[config.mk]
export PLATFORM = sky130hd
export DESIGN_NAME = xcvr_bidir
export DESIGN_NICKNAME = d
export VERILOG_FILES = /design/src/rtl/xcvr_pkg.sv /design/src/rtl/xcvr_edge_det.sv /design/src/rtl/xcvr_store.sv /design/src/rtl/xcvr_path.sv /design/src/rtl/xcvr_bidir.sv
export SDC_FILE = /design/constraint.sdc
export NUM_CORES = 1
export LEC_CHECK = 0
export ABC_CLOCK_PERIOD_IN_PS = 1950
export CORE_UTILIZATION = 45
export CTS_BUF_LIST = sky130_fd_sc_hd__clkbuf_4
export CTS_CLUSTER_DIAMETER = 150
export DETAILED_ROUTE_END_ITERATION = 10
export DONT_BUFFER_PORTS = 1
export SETUP_SLACK_MARGIN = 0.15
export SLEW_MARGIN = 30
export SYNTH_ARGS = -nofsm -noshare
export SYNTH_HDL_FRONTEND = slang
export SYNTH_HIERARCHICAL = 1
export SYNTH_SLANG_ARGS = --single-unit
[constraint.sdc]
create_clock -name clk -period 1.95 [get_ports clk]
set_clock_uncertainty 0.2 [all_clocks]
set_input_delay 0.585 -clock clk [delete_from_list [all_inputs] [get_ports clk]]
set_output_delay 0.585 -clock clk [all_outputs]
set_load 0.02 [all_outputs]
[src/rtl/xcvr_pkg.sv]
`timescale 1ns/1ps
// Package: shared definitions for the two-way registered transceiver.
// Assumes: controls are already synchronous to the system clock.
package xcvr_pkg;
    // Default width of one port
    localparam int unsigned XCVR_W = 18;
    // Number of one-way paths in the block
    localparam int unsigned XCVR_PATHS = 2;

    // Control bundle of one path, sampled on the system clock
    typedef struct packed {
        logic oe_n;   // active-low output enable
        logic le;     // latch enable, 1 = transparent
        logic pclk;   // path clock
        logic ce_n;   // active-low clock enable
    } path_ctl_t;
endpackage

[src/rtl/xcvr_edge_det.sv]
`timescale 1ns/1ps
// Module: xcvr_edge_det
// Finds 0-to-1 changes of a slow path clock that is sampled on clk.
// Assumes: sig_in is synchronous to clk. During reset the history takes
// the live level, so no edge is reported when reset is released.
module xcvr_edge_det (
    input  logic clk,
    input  logic rst_n,
    input  logic sig_in,
    output logic rise
);
    logic prev_q;

    // Purpose: hold the previous sampled level of the path clock
    always_ff @(posedge clk) begin
        if (!rst_n) prev_q <= sig_in;
        else        prev_q <= sig_in;
    end

    // Purpose: flag a rising transition seen in this cycle
    always_comb begin
        rise = sig_in & ~prev_q;
    end
endmodule

[src/rtl/xcvr_store.sv]
`timescale 1ns/1ps
// Module: xcvr_store
// Storage element that acts as a latch (transparent while le is high) or
// as an edge-captured register (on a qualified edge while le is low).
// Assumes: le has priority over the edge; all inputs sampled on clk.
module xcvr_store #(
    parameter int unsigned W = xcvr_pkg::XCVR_W
) (
    input  logic         clk,
    input  logic         rst_n,
    input  logic         le,
    input  logic         edge_hit,
    input  logic         ce_n,
    input  logic [W-1:0] d,
    output logic [W-1:0] q
);
    logic         load;
    logic [W-1:0] q_r;

    // Purpose: decide whether this cycle writes new data
    always_comb begin
        load = le | (edge_hit & ~ce_n);
    end

    // Purpose: the storage register itself, cleared by reset
    always_ff @(posedge clk) begin
        if (!rst_n)    q_r <= '0;
        else if (load) q_r <= d;
    end

    // Purpose: output always comes from storage
    always_comb begin
        q = q_r;
    end
endmodule

[src/rtl/xcvr_path.sv]
`timescale 1ns/1ps
// Module: xcvr_path
// One direction of the transceiver: edge detection, storage and the
// drive flag for the destination port.
// Assumes: ctl fields are synchronous to clk.
module xcvr_path
    import xcvr_pkg::*;
#(
    parameter int unsigned W = XCVR_W
) (
    input  logic         clk,
    input  logic         rst_n,
    input  path_ctl_t    ctl,
    input  logic [W-1:0] din,
    output logic [W-1:0] dout,
    output logic         drive
);
    logic edge_hit;

    xcvr_edge_det u_edge (
        .clk    (clk),
        .rst_n  (rst_n),
        .sig_in (ctl.pclk),
        .rise   (edge_hit)
    );

    xcvr_store #(.W(W)) u_store (
        .clk      (clk),
        .rst_n    (rst_n),
        .le       (ctl.le),
        .edge_hit (edge_hit),
        .ce_n     (ctl.ce_n),
        .d        (din),
        .q        (dout)
    );

    // Purpose: drive flag, forced off while reset is held
    always_comb begin
        drive = rst_n & ~ctl.oe_n;
    end
endmodule

[src/rtl/xcvr_bidir.sv]
`timescale 1ns/1ps
// Module: xcvr_bidir (top)
// Two-port transceiver with independent A-to-B and B-to-A paths. Each
// port is split into in/out/drive so the caller builds the tri-state.
// Assumes: one system clock; no contention protection between paths.
module xcvr_bidir
    import xcvr_pkg::*;
#(
    parameter int unsigned W = XCVR_W
) (
    input  logic         clk,
    input  logic         rst_n,
    input  logic [W-1:0] a_in,
    output logic [W-1:0] a_out,
    output logic         a_oe,
    input  logic [W-1:0] b_in,
    output logic [W-1:0] b_out,
    output logic         b_oe,
    input  logic         ab_oe_n,
    input  logic         ab_le,
    input  logic         ab_pclk,
    input  logic         ab_ce_n,
    input  logic         ba_oe_n,
    input  logic         ba_le,
    input  logic         ba_pclk,
    input  logic         ba_ce_n
);
    localparam int unsigned NP = XCVR_PATHS;
    localparam int unsigned P_AB = 0;
    localparam int unsigned P_BA = 1;

    path_ctl_t    ctl  [NP];
    logic [W-1:0] src  [NP];
    logic [W-1:0] dst  [NP];
    logic         drv  [NP];

    // Purpose: gather per-direction controls and sources into arrays
    always_comb begin
        ctl[P_AB] = '{oe_n: ab_oe_n, le: ab_le, pclk: ab_pclk, ce_n: ab_ce_n};
        ctl[P_BA] = '{oe_n: ba_oe_n, le: ba_le, pclk: ba_pclk, ce_n: ba_ce_n};
        src[P_AB] = a_in;
        src[P_BA] = b_in;
    end

    for (genvar p = 0; p < NP; p++) begin : g_path
        xcvr_path #(.W(W)) u_path (
            .clk   (clk),
            .rst_n (rst_n),
            .ctl   (ctl[p]),
            .din   (src[p]),
            .dout  (dst[p]),
            .drive (drv[p])
        );
    end

    // Purpose: route path results to the destination ports
    always_comb begin
        b_out = dst[P_AB];
        b_oe  = drv[P_AB];
        a_out = dst[P_BA];
        a_oe  = drv[P_BA];
    end
endmodule

* Word-level counts from Yosys, hierarchy flattened
Cells that the tools add are included.
** Operators by class
- Bitwise operators :: 14
** Operators by type and width (number)
- bitwise AND 1 bit :: 6
- inverter 1 bit :: 6
- bitwise OR 1 bit :: 2
** Storage, ports and cells
- Bits in registers :: 38
- Word-level logic and storage cells :: 18

* Logic depth before layout (Yosys ltp)
- Depth in word-level cells :: 4
- Mapped depth :: 5
- Gate-level depth less buffers :: 3

* Cells and area by module
Netlist, hierarchy kept.
** Modules (own cells, without submodules)
- xcvr_store :: cells an instance 80, instances 2, area an instance 739.5 µm²
- xcvr_edge_det :: cells an instance 2, instances 2, area an instance 33.8 µm²
- xcvr_path :: cells an instance 1, instances 2, area an instance 13.8 µm²

* Least setup slack after synthesis
OpenSTA, ideal clock, no wires.
- Kind :: in2out
- Start point :: input port rst_n
- End point :: output port a_oe
- Data arrival time :: 760 ps
- Setup slack :: 405 ps
- Cell stages on the path :: 1
- Path buffers :: 0
- Required time :: 1165 ps
- Cell sequence :: nor2b_4
** On the way
- Cells in the longest elaborated chain, start to end :: 1
** RTL lines
- start, declared :: line xcvr_bidir.sv:12 : input logic rst_n,
- bitwise AND 1 bit :: line xcvr_path.sv:39 : drive = rst_n & ~ctl.oe_n;
- end, declared :: line xcvr_bidir.sv:15 : output logic a_oe,
No other way between the ends.

* Worst setup path after layout
- Start point :: register g_path[1].u_path.u_store.q_r[7]
- End point :: output port a_out[7]
** RTL lines
- start, declared :: line xcvr_store.sv:18 : logic [W-1:0] q_r;
- start signal, assigned :: line xcvr_store.sv:27 : if (!rst_n) q_r <= '0;
- start signal, assigned :: line xcvr_store.sv:28 : else if (load) q_r <= d;
- end, declared :: line xcvr_bidir.sv:14 : output logic [W-1:0] a_out,
No word-level cell between the ends.

==> impl_metrics.toml <==
[die]
core_area_um2 = 3340
rows = 21
dieArea_um2 = 3740
die_h_um = 61.1
io_pins = 84
die_width_um = 61.1
start_util_pct = 47.2

[yosys]
synth_area_leaders = "dfxtp_1, mux2i_1, nand2_1, nor2b_4, buf_12"
avgSynthCellArea_um2 = 9.48
ys_ff_latch = 38
ys.warnings.count = 6
synth_area_leader_cell = "dfxtp_1"
syn_inst = 166
synth_edf_count = 0
yosysSeqAreaShare_pct = 48.3
synthArstFlopShare_pct = 0
syn_area_um2 = 1570
synth_cell_types = 9
synth_most_common_cell = "nand2_1"
synth_fp_nets = 212
synth_common_cells = "nand2_1, dfxtp_1, mux2i_1"
ys.flop_type = "dfxtp_1"
synth_top_area_share_pct = 48.3

[routing]
top_layer_used = "met4"
wl_met1_um = 1110
first_pass_iters = 4
wl_met2_um = 1190
ant_nets = 0
num_vias = 1019
drc = 0
routed_wl_um = 2620
drt_iter0_drc = 52
dr_wl_met3_um = 274
wl_per_cell_um = 12.5
via_per_inst = 4.85

[timing]
setup_tns_ns = 0
rsz0062_at_grt = "false"
setup_viol = 0
fmax_mhz = 623
slew_violations = 0
period_minus_slack_ns = 1.60
hold_violations = 0
timing.hold.ws_ns = 0.0612
slew-limit-headroom_pct = 82.6
timing.final.crit_share_pct = 82.3
worst_pin_slew_ns = 0.260

[finish]
syn2layout_area_growth_pct = 3.10
diodes = 0
layout-drive-gt1-share_pct = 9.15
nets = 209

[worst_setup_path]
worst-path-max-fanout = 2
critPathLaunchType = "flip-flop"
end_kind = "output port"
path_class = "reg -> out"
required_ns = 1.16
crit_arrival_ns = 0.82

[min_path]
min_path_type = "in -> reg"

[power_and_ir_drop]
vdd_drop_max_mv = 0.443
p_leak_nw = 0.717
power_density_nw_per_um2 = 885

[grt]
overflow = 0
grt_max_degree = 75
grt_pass1_wl_um = 3620
grt_pass1_vias = 861
grt_usage_pct = 13.6
antenna_found_initial = 0

[cts]
cts_tree = "yes"
cts_sinks = 38
clockBufferDepth = 2
post_cts_resized = 0
cts_hold_buffers = 0
clk_latency_ns = 0.34
clkTransAtPathRegs_ns = 0.11
cts-root-buf = "clkbuf_4"
cts_setup_buffers = 0
cts_max_level = 2
cts_buffers = 5

[place]
portBuffers = 0
hpwl_um = 1850
gp_congestion = 0.669

[job]
drv.max_cap_violation_count = 0

[outcome]
status = "finished clean"
## layer usage
metal	GRT usage, %	vias up
li1	-	521
met1	14.5	442
met2	22.2	51
met3	6.30	5
met4	7.79	0
met5	0	-
## through the flow
stage	util, %	cell area (µm²)	power [W]	setup WS (ns)	std cells
after floorplan	-	1570	0.00107	0.405	166
after global placement	47.0	1570	0.00106	0.395	202
after detailed placement	47.0	1570	0.00107	0.389	202
after CTS	48.6	1620	0.00146	0.326	210
after global routing	48.6	1620	0.00151	0.294	210
final	48.6	1620	0.00144	0.346	210
## cell type report
class	count	area, µm²
inverter	2	7.51
multi-input combinational	114	703
clock inverter	3	16.3
tap	46	57.6
sequential	38	761
timing repair buffer	2	40.0
fill	338	1710
clock buffer	5	37.5
## registers in the layout, summed over array words and instances (netlist names)
signal / cells
g_path.u_path/u_store/q: 36
g_path.u_path/u_edge/prev_q: 2
## worst register-to-register path, stage by stage (launching register included)
cell	delay, ns
dfxtp_1	0.37
nor2b_4	0.05
a21oi_2	0.16
buf_12	0.19
mux2i_1	0.22
## final timing paths
| kind | endpoint | start | slack (ns) | cells after the start |
|---|---|---|---|---|
| max reg2reg | g_path[0].u_path/u_store/q[3] | g_path[0].u_path/u_edge/prev_q | 0.68 | 4 |
| min | g_path[1].u_path/u_edge/prev_q | ba_pclk | 0.06 | 0 |
| max | a_out[7] | g_path[1].u_path/u_store/q[7] | 0.35 | 0 |
| min reg2reg | g_path[1].u_path/u_store/q[9] | g_path[1].u_path/u_store/q[9] | 0.36 | 2 |
## kinds of logic after synthesis
logic type | share of synthesized area (%)
buffers and inverters | 7.00
multiplexers | 22.9
AO/OA/AOI/OAI | 1.11
AND/OR/NAND/NOR | 20.7
flip-flops | 48.3
## report_power, final
part | leakage, nW | internal, W | switching [W] | total (W)
logic | 0.374 | 0.0000669 | 0.0000563 | 0.000123
clock network | 0.0286 | 0.000134 | 0.000252 | 0.000386
registers | 0.315 | 0.000830 | 0.0000969 | 0.000927
## placed cells by master (no fill, tap or decap)
cell type,netlist,final
inv_1,2,2
dfxtp_1,38,38
clkinv_1,0,1
nand2_1,72,72
clkinv_2,0,1
mux2i_1,36,36
clkinvlp_4,0,1
clkbuf_4,0,5
buf_12,2,2
nor2b_4,4,4
a21oi_2,2,2
(Power assumes the default switching activity.)
